## config.mk

```make
export PLATFORM = sky130hd
export DESIGN_NAME = sar_bus_ctrl
export DESIGN_NICKNAME = d
export VERILOG_FILES = /design/src/rtl/sar_pkg.sv /design/src/rtl/sar_strobe_edge.sv /design/src/rtl/sar_engine.sv /design/src/rtl/sar_result_latch.sv /design/src/rtl/sar_bus_ctrl.sv
export SDC_FILE = /design/constraint.sdc
export NUM_CORES = 1
export LEC_CHECK = 0
export BUFFER_PORTS_ARGS = -buffer_cell sky130_fd_sc_hd__buf_2
export CAP_MARGIN = 20
export CORE_ASPECT_RATIO = 1.2
export CORE_MARGIN = 1.5
export CORE_UTILIZATION = 55
export DETAILED_ROUTE_END_ITERATION = 8
export GPL_TIMING_DRIVEN = 0
export PLACE_DENSITY = 0.78
export RECOVER_POWER = 100
export SLEW_MARGIN = 30
export SYNTH_ARGS = -nofsm -noshare
export SYNTH_HDL_FRONTEND = slang
export SYNTH_SLANG_ARGS = --single-unit
```

## constraint.sdc

```tcl
create_clock -name clk -period 2.5 [get_ports clk]
set_clock_uncertainty 0.2 [all_clocks]
set_input_delay 0.625 -clock clk [delete_from_list [all_inputs] [get_ports clk]]
set_output_delay 0.625 -clock clk [all_outputs]
set_load 0.005 [all_outputs]
```

## src/rtl/sar_pkg.sv

```systemverilog
// Shared types for the converter sequencer.
// Assumes: nothing beyond IEEE 1800-2017.
package sar_pkg;
    typedef enum logic {
        ST_TRACK   = 1'b0,
        ST_CONVERT = 1'b1
    } sar_state_e;
endpackage

```

## src/rtl/sar_strobe_edge.sv

```systemverilog
// Turns the chip-select-qualified write and read strobes into one-cycle
// request pulses: start on a rising write strobe, acknowledge on a falling
// read strobe.
// Assumes: the strobes are already synchronous to clk.
module sar_strobe_edge (
    input  logic clk,
    input  logic rst_n,
    input  logic cs_n,
    input  logic wr_n,
    input  logic rd_n,
    output logic start_req,
    output logic read_req
);
    logic cs_q, wr_q, wr_qq, rd_q, rd_qq;

    // Purpose: keep the current and the previous sample of each strobe.
    always_ff @(posedge clk) begin
        if (!rst_n) begin
            cs_q  <= 1'b1;
            wr_q  <= 1'b1;
            wr_qq <= 1'b1;
            rd_q  <= 1'b1;
            rd_qq <= 1'b1;
        end else begin
            cs_q  <= cs_n;
            wr_q  <= wr_n;
            wr_qq <= wr_q;
            rd_q  <= rd_n;
            rd_qq <= rd_q;
        end
    end

    // Purpose: detect the edges, qualified by chip select in the same sample.
    always_comb begin
        start_req = !cs_q && wr_q && !wr_qq;
        read_req  = !cs_q && !rd_q && rd_qq;
    end
endmodule

```

## src/rtl/sar_engine.sv

```systemverilog
// Bit-trial engine: holds the input, tests one bit every CONV_DIV cycles
// from MSB to LSB, and pulses done together with the final code.
// Assumes: cmp_gt answers the current trial_code in the same cycle.
module sar_engine
    import sar_pkg::*;
#(
    parameter int WIDTH    = 10,
    parameter int CONV_DIV = 2
) (
    input  logic             clk,
    input  logic             rst_n,
    input  logic             start_req,
    input  logic             cmp_gt,
    output logic [WIDTH-1:0] trial_code,
    output logic             hold,
    output logic             done,
    output logic [WIDTH-1:0] result
);
    localparam int IDX_W = (WIDTH > 1) ? $clog2(WIDTH) : 1;
    localparam int CNT_W = (CONV_DIV > 1) ? $clog2(CONV_DIV) : 1;
    localparam logic [WIDTH-1:0] MSB_ONE = {1'b1, {(WIDTH-1){1'b0}}};

    sar_state_e       state;
    logic [IDX_W-1:0] bit_idx;
    logic [CNT_W-1:0] div_cnt;
    logic [WIDTH-1:0] trial;
    logic [WIDTH-1:0] cur_mask, low_mask, decided;
    logic             tick;

    // Purpose: form the current bit mask and the decision for that bit.
    always_comb begin
        cur_mask = WIDTH'(1) << bit_idx;
        low_mask = cur_mask | (cur_mask - WIDTH'(1));
        decided  = cmp_gt ? (trial & ~cur_mask) : trial;
        tick     = (div_cnt == CNT_W'(CONV_DIV - 1));
    end

    // Purpose: sequence the conversion and register the final code.
    always_ff @(posedge clk) begin
        if (!rst_n) begin
            state   <= ST_TRACK;
            bit_idx <= '0;
            div_cnt <= '0;
            trial   <= '0;
            result  <= '0;
            done    <= 1'b0;
        end else begin
            done <= 1'b0;
            case (state)
                ST_TRACK: begin
                    if (start_req) begin
                        state   <= ST_CONVERT;
                        trial   <= MSB_ONE;
                        bit_idx <= IDX_W'(WIDTH - 1);
                        div_cnt <= '0;
                    end
                end
                default: begin
                    if (tick) begin
                        div_cnt <= '0;
                        if (bit_idx == '0) begin
                            state  <= ST_TRACK;
                            result <= decided;
                            done   <= 1'b1;
                            trial  <= '0;
                        end else begin
                            trial   <= decided | (cur_mask >> 1);
                            bit_idx <= bit_idx - IDX_W'(1);
                        end
                    end else begin
                        div_cnt <= div_cnt + CNT_W'(1);
                    end
                end
            endcase
        end
    end

    assign trial_code = trial;
    assign hold       = (state == ST_CONVERT);

    // a start request in track mode puts the input into hold
    a_r3_start_enters_hold: assert property (@(posedge clk) disable iff (!rst_n)
        (!hold && start_req) |=> hold);

    // the bit under trial is set and every lower bit is still clear
    a_r4_trial_prefix: assert property (@(posedge clk) disable iff (!rst_n)
        hold |-> ((trial_code & low_mask) == cur_mask));

    // leaving hold always coincides with a finished code
    a_r4_hold_ends_with_done: assert property (@(posedge clk) disable iff (!rst_n)
        $fell(hold) |-> done);

    // nothing aborts or restarts a conversion before its last decision
    a_r9_conv_not_aborted: assert property (@(posedge clk) disable iff (!rst_n)
        (hold && !(tick && bit_idx == '0)) |=> (hold && !done));
endmodule

```

## src/rtl/sar_result_latch.sv

```systemverilog
// Output latch, end-of-conversion flag and bus drive.
// Assumes: done is a one-cycle pulse carrying a valid result.
module sar_result_latch #(
    parameter int WIDTH = 10
) (
    input  logic             clk,
    input  logic             rst_n,
    input  logic             done,
    input  logic [WIDTH-1:0] result,
    input  logic             read_req,
    input  logic             cs_n,
    input  logic             rd_n,
    output logic             eoc_n,
    output logic [WIDTH-1:0] data_o,
    output logic             data_oe
);
    logic [WIDTH-1:0] latch_q;

    // Purpose: load the result as the flag falls; a read acknowledge raises it.
    always_ff @(posedge clk) begin
        if (!rst_n) begin
            latch_q <= '0;
            eoc_n   <= 1'b1;
        end else if (done) begin
            latch_q <= result;
            eoc_n   <= 1'b0;
        end else if (read_req) begin
            eoc_n   <= 1'b1;
        end
    end

    // Purpose: drive the bus only during a selected read.
    always_comb begin
        data_oe = !cs_n && !rd_n;
        data_o  = data_oe ? latch_q : '0;
    end

    // the flag only falls right after a finished conversion
    a_r6_eoc_fall_after_done: assert property (@(posedge clk) disable iff (!rst_n)
        $fell(eoc_n) |-> $past(done));

    // the latch keeps its value unless a result is being loaded
    a_r10_latch_stable: assert property (@(posedge clk) disable iff (!rst_n)
        !done |=> $stable(latch_q));

    // a read acknowledge without a competing result releases the flag
    a_r8_read_releases: assert property (@(posedge clk) disable iff (!rst_n)
        (read_req && !done) |=> eoc_n);

    // a result arriving together with a read keeps the flag low
    a_r8_done_wins: assert property (@(posedge clk) disable iff (!rst_n)
        done |=> !eoc_n);
endmodule

```

## src/rtl/sar_bus_ctrl.sv

```systemverilog
// Top of the converter sequencer: strobe edge detection, bit-trial engine
// and result latch with bus drive.
// Assumes: strobes synchronous to clk; the pad ring forms the tri-state bus
// from data_o and data_oe.
module sar_bus_ctrl #(
    parameter int WIDTH    = 10,
    parameter int CONV_DIV = 2
) (
    input  logic             clk,
    input  logic             rst_n,
    input  logic             cs_n,
    input  logic             wr_n,
    input  logic             rd_n,
    input  logic             cmp_gt,
    output logic [WIDTH-1:0] trial_code,
    output logic             hold,
    output logic             eoc_n,
    output logic [WIDTH-1:0] data_o,
    output logic             data_oe
);
    logic             start_req, read_req, done;
    logic [WIDTH-1:0] result;

    sar_strobe_edge u_edge (
        .clk       (clk),
        .rst_n     (rst_n),
        .cs_n      (cs_n),
        .wr_n      (wr_n),
        .rd_n      (rd_n),
        .start_req (start_req),
        .read_req  (read_req)
    );

    sar_engine #(.WIDTH(WIDTH), .CONV_DIV(CONV_DIV)) u_engine (
        .clk        (clk),
        .rst_n      (rst_n),
        .start_req  (start_req),
        .cmp_gt     (cmp_gt),
        .trial_code (trial_code),
        .hold       (hold),
        .done       (done),
        .result     (result)
    );

    sar_result_latch #(.WIDTH(WIDTH)) u_latch (
        .clk      (clk),
        .rst_n    (rst_n),
        .done     (done),
        .result   (result),
        .read_req (read_req),
        .cs_n     (cs_n),
        .rd_n     (rd_n),
        .eoc_n    (eoc_n),
        .data_o   (data_o),
        .data_oe  (data_oe)
    );

    // with chip select held high for two samples, no new conversion starts
    a_r2_cs_gates_write: assert property (@(posedge clk) disable iff (!rst_n)
        ($past(cs_n) && cs_n && !hold) |=> !hold);
endmodule

```

Yosys cells after proc, flatten, opt, wreduce, memory -nomap -nowiden --
Index checks and enable logic that the tools add are counted.
Cells by class: muxes and demuxes 20, bitwise gates (word level) 3, reduce and logical (&&, ||, !) cells 17, shift-type cells 1, add/subtract/negate cells 2, eq/ne operators 2
Operators with widths (number):
- 2-to-1 mux 10 bit | 6
- 2-to-1 mux 4 bit | 4
- AND 10 bit | 1
- 2-to-1 mux 1 bit | 10
- NOT 10 bit | 1
- OR 10 x 9 -> 10 bit | 1
- left shift 1 x 4 -> 10 bit (first input constant) | 1
- AND reduction 3 bit | 3
- logical AND 1 bit | 5
- logical NOT 1 bit | 5
- logical NOT 4 bit | 1
- != test 2 bit (second input constant) | 2
- nonzero test 2 bit | 2
- subtractor 4 x 1 -> 4 bit (second input constant) | 1
- AND reduction 2 bit | 1
- adder 1 bit (second input constant) | 1
Storage, ports and cells: bits in registers 43, bits of input ports 6, word-level logic and storage cells 58

Depth between registers and ports, before layout --
word-level depth 8, depth in mapped cells 7, gate-level depth less buffers 6

Cells and area by module --
A second synthesis with hierarchy kept.
Second synthesis, totals: cell total of the unflattened synthesis 190, area, all modules 1831.8 µm²
Modules (own cells, without submodules):
- sar_engine | area each 1207.4 µm², instances 1, cells each 131
- sar_result_latch | area each 478.0 µm², instances 1, cells each 47
- sar_strobe_edge | area each 146.4 µm², instances 1, cells each 12

Worst setup path before layout --
Ideal clock, no wire load.
path type input-to-output, start in rd_n, end out data_o[1], required time 1.675 ns, cell stages on the path 3, setup slack 0.560 ns, buffers on the path 1, arrival time 1.115 ns, cells stage by stage nor2_1 -> clkbuf_1 -> and2_1
On the way: word-level cells in the longest chain between the ends 3
RTL lines:
- from (decl) | RTL line sar_bus_ctrl.sv:13 | input logic rd_n,
- logical NOT 1 bit | RTL line sar_result_latch.sv:34 | data_oe = !cs_n && !rd_n;
- logical AND 1 bit | RTL line sar_result_latch.sv:34
- via data_oe | RTL line sar_bus_ctrl.sv:19 | output logic data_oe
- 2-to-1 mux 10 bit | RTL line sar_result_latch.sv:35 | data_o = data_oe ? latch_q : '0;
- to (decl) | RTL line sar_bus_ctrl.sv:18 | output logic [WIDTH-1:0] data_o,
The timed path passes the listed nets, and every way through them passes these cells.

Worst setup path after layout --
start reg u_engine.bit_idx[0], end reg u_engine.trial[7] (netlist: u_engine.trial_code[7])
On the way: word-level cells in the longest chain between the ends 8, elaborated cells on any way between the ends 9, classes of those cells shift (1); mux (4); bitwise (3); reduce/logical (1)
RTL lines:
- from (decl) | RTL line sar_engine.sv:24 | logic [IDX_W-1:0] bit_idx;
- from (signal assigned) | RTL line sar_engine.sv:54 | bit_idx <= IDX_W'(WIDTH - 1);
- from (signal assigned) | RTL line sar_engine.sv:68 | bit_idx <= bit_idx - IDX_W'(1);
- left shift 1 x 4 -> 10 bit | RTL line sar_engine.sv:32 | cur_mask = WIDTH'(1) << bit_idx;
- NOT 10 bit | RTL line sar_engine.sv:34 | decided = cmp_gt ? (trial & ~cur_mask) : trial;
- AND 10 bit | RTL line sar_engine.sv:34
- 2-to-1 mux 10 bit | RTL line sar_engine.sv:34
- OR 10 x 9 -> 10 bit | RTL line sar_engine.sv:67 | trial <= decided | (cur_mask >> 1);
- 2-to-1 mux 10 bit * | RTL line sar_engine.sv:61 | if (bit_idx == '0) begin
- 2-to-1 mux 10 bit * | RTL line sar_engine.sv:59 | if (tick) begin
- 2-to-1 mux 10 bit * | RTL line sar_engine.sv:49 | case (state)
- to (signal assigned) | RTL line sar_engine.sv:67
- to (decl) | RTL line sar_engine.sv:26 | logic [WIDTH-1:0] trial;
Mark *: on every way between the ends. The rest lies on a longest branch, timed or not. The select of a mux whose other input is x is not followed. A chain may end at the register's enable or synchronous reset.

==> flow_summary.json <==
{
  "numClockSinks": 43,
  "dp.cells": 275,
  "whs_ns": 0.246,
  "crit_fanout": 10,
  "cts_resized": 0,
  "grt_start_max_net_pins": 15,
  "finish.instance_area_um2": 2190,
  "hold_path.class": "flop to flop",
  "synth_compound_area_share_pct": 16.3,
  "synth_xor_xnor_area_share_pct": 0,
  "place_congestion": 0.865,
  "grt_use_total_pct": 23.1,
  "first_pass_iters": 4,
  "post-route-period-util_pct": 91.3,
  "stdcell_count": 283,
  "synth_nets": 223,
  "ys_ff_latch": 43,
  "finalHoldViolCount": 0,
  "drc": 0,
  "min_period_ns": 2.28,
  "ys_warn_count": 0,
  "synth_top_family_by_area": "simple AND/OR/NAND/NOR gates",
  "maxSlewViolCount": 0,
  "gr-total-overflow": 0,
  "grt_pass1_wl_um": 6780,
  "area_growth_pct": 14.1,
  "setup_viol": 0,
  "root_buffer": "clkbuf_8",
  "rsz0062_at_grt": "no",
  "port_buffers": 26,
  "post-route-util_pct": 65.6,
  "synth_cells": 212,
  "initialDrtViolationCount": 73,
  "crit_path_end_kind": "flop",
  "h-tree-depth": 2,
  "p_leak_nw": 0.820,
  "ctsHoldBuffers": 0,
  "fmax_ghz": 0.438,
  "antenna_left": 0,
  "min_to": "u_edge.rd_qq",
  "drv_cap": 0,
  "synth_simple_gate_area_share_pct": 24.2,
  "io_pins": 29,
  "num_rows": 23,
  "cts_setup_buffers": 0,
  "num_vias": 1605,
  "start_util_pct": 57.5,
  "grt_pass1_vias": 1470,
  "crit_type": "flop to flop",
  "place_area_um2": 2100,
  "required_ns": 2.51,
  "reg2reg_to": "u_engine.trial_code[7]",
  "clockBufferDepth": 2,
  "reg2reg_from": "u_engine.bit_idx[0]",
  "slew_headroom_pct": 57.0,
  "timing.reg2reg.setup_slack_ns": 0.22,
  "async_reset_ff_share_pct": 0,
  "status": "finished, final reports clean",
  "power_density_nw_per_um2": 585,
  "cp.arrival_ns": 2.29,
  "startpoint_type": "flop",
  "clk_pin_slew_ns": 0.08,
  "ys_seq_area_share_pct": 44.9,
  "cts_made_buffers": 5,
  "synth.distinct_cells": 46,
  "nNetsFinal": 256,
  "die_area_um2": 3850,
  "routed_wl_um": 4080,
  "fin_tns_setup_ns": 0,
  "wl_per_cell_um": 14.4,
  "min_path_cells": 1,
  "synth_edf_count": 0,
  "antennaDiodeCount": 0,
  "ir_worst_vdd_uv": 506,
  "syn-cell-area_um2": 1920,
  "die_h_um": 67.7,
  "die-width_um": 56.9,
  "layout-drive-gt1-share_pct": 11.4,
  "synth_area_per_cell_um2": 9.05,
  "dp_hpwl_um": 2920,
  "synthFlopType": "dfxtp_1",
  "antenna_found_initial": 0,
  "cts_tree": "done",
  "r2r_cells": 6,
  "synth_adder_area_share_pct": 3.26,
  "core_um2": 3340,
  "insertion_delay_ns": 0.30,
  "worst_pin_slew_ns": 0.645,
  "synth_mux_area_share_pct": 5.74,
  "holdCritStartpoint": "u_edge.rd_q",
  "viasPerCell": 5.67
}
==> critical path, cell delays in order, from the launching register on <==
cell and delay [ns]:
dfxtp_1 0.44, inv_1 0.13, ha_1 0.30, or3b_1 0.19
clkbuf_1 0.36, nand2_1 0.27, o32ai_1 0.31
==> synthesized netlist by cell type (all sizes together) (7+ instances only) <==
| cell | n | area share [%] |
|---|---|---|
| inv | 11 | 2.2 |
| nor2 | 16 | 3.1 |
| a21oi | 11 | 3.1 |
| dfxtp | 43 | 45 |
| mux2i | 11 | 5.7 |
| nand2 | 7 | 1.4 |
| nand4 | 10 | 3.3 |
| nand3 | 14 | 3.7 |
| o21ai | 12 | 3.1 |
| buf | 7 | 2.0 |
| clkbuf | 8 | 1.6 |
| nand2b | 8 | 2.6 |
| and2 | 11 | 3.6 |
==> layout by cell type, fill, tap and decap left out, drive strengths merged, types with 5 or more instances in the layout <==
cell	n
ha	5
clkbuf	25
o21ai	12
nor2	16
mux2i	11
buf	21
nand4	10
nand2	7
a21oi	11
inv	10
o2bb2ai	5
dfxtp	43
nand2b	8
nand3	14
and2	11
==> report_power, final <==
| group | total, mW | leakage [nW] | internal (mW) | switching (mW) |
|---|---|---|---|---|
| logic | 0.0505 | 0.415 | 0.0162 | 0.0343 |
| registers | 0.694 | 0.348 | 0.690 | 0.00449 |
| clock network | 0.536 | 0.0581 | 0.297 | 0.239 |
| total | 1.28 | 0.820 | 1.00 | 0.278 |
==> kinds of logic (layout without fill, tap and decap cells) <==
| kind of cell | Yosys count | count (layout) |
|---|---|---|
| AOI/OAI and AO/OA | 45 | 45 |
| adders and majority gates | 5 | 5 |
| buffers and inverters | 26 | 60 |
| DFF | 43 | 43 |
| muxes | 11 | 11 |
| and+or+nand+nor | 82 | 82 |
==> worst max path at each step <==
stage                     slack (ns)                     end                 from
after floorplan                 0.56               data_o[1]                 rd_n
after global placement          0.23               data_o[1]                 rd_n
final                           0.22  u_engine.trial_code[7]  u_engine.bit_idx[0]
after global routing            0.06               data_o[4]                 rd_n
after CTS                       0.21               data_o[1]                 rd_n
after detailed placement        0.21               data_o[1]                 rd_n
==> final cells by class <==
cell class	instances	area, µm²
multi-input cells	143	945
clock inverters	3	43.8
inverters	11	41.3
well taps	37	46.3
fillers	296	1150
plain buffers	15	66.3
clock buffers	5	68.8
flip-flops and latches	43	861
repair buffers	26	118
==> per-stage QoR <==
| stage | worst slack [ns] | total power, mW |
|---|---|---|
| finish | 0.218 | 1.28 |
| global route | 0.0570 | 1.32 |
| CTS | 0.212 | 1.29 |
| detailed placement | 0.214 | 0.762 |
| global placement | 0.226 | 0.761 |
| floorplan | 0.560 | 0.746 |
==> flip-flops by register name (all words and copies together) (netlist names) <==
name                 count
u_edge.cs_q              1
u_edge.rd_q              1
u_edge.rd_qq             1
u_edge.wr_q              1
u_edge.wr_qq             1
u_engine.bit_idx         4
u_engine.div_cnt         1
u_engine.done            1
u_engine.hold            1
u_engine.result         10
u_engine.trial_code     10
u_latch.eoc_n            1
u_latch.latch_q         10
==> per-layer routing <==
metal / routed length, µm / track usage, % / share of wire, % / vias to the layer above
met2: 1960 / 38.6 / 48 / 40
met1: 1840 / 28.3 / 45 / 733
li1: - / - / - / 826
met4: 63 / 13.1 / 1.5 / 0
met5: 0 / 0 / 0 / -
met3: 217 / 3.64 / 5.3 / 6
Note: power is estimated with default switching activity, not from simulation.
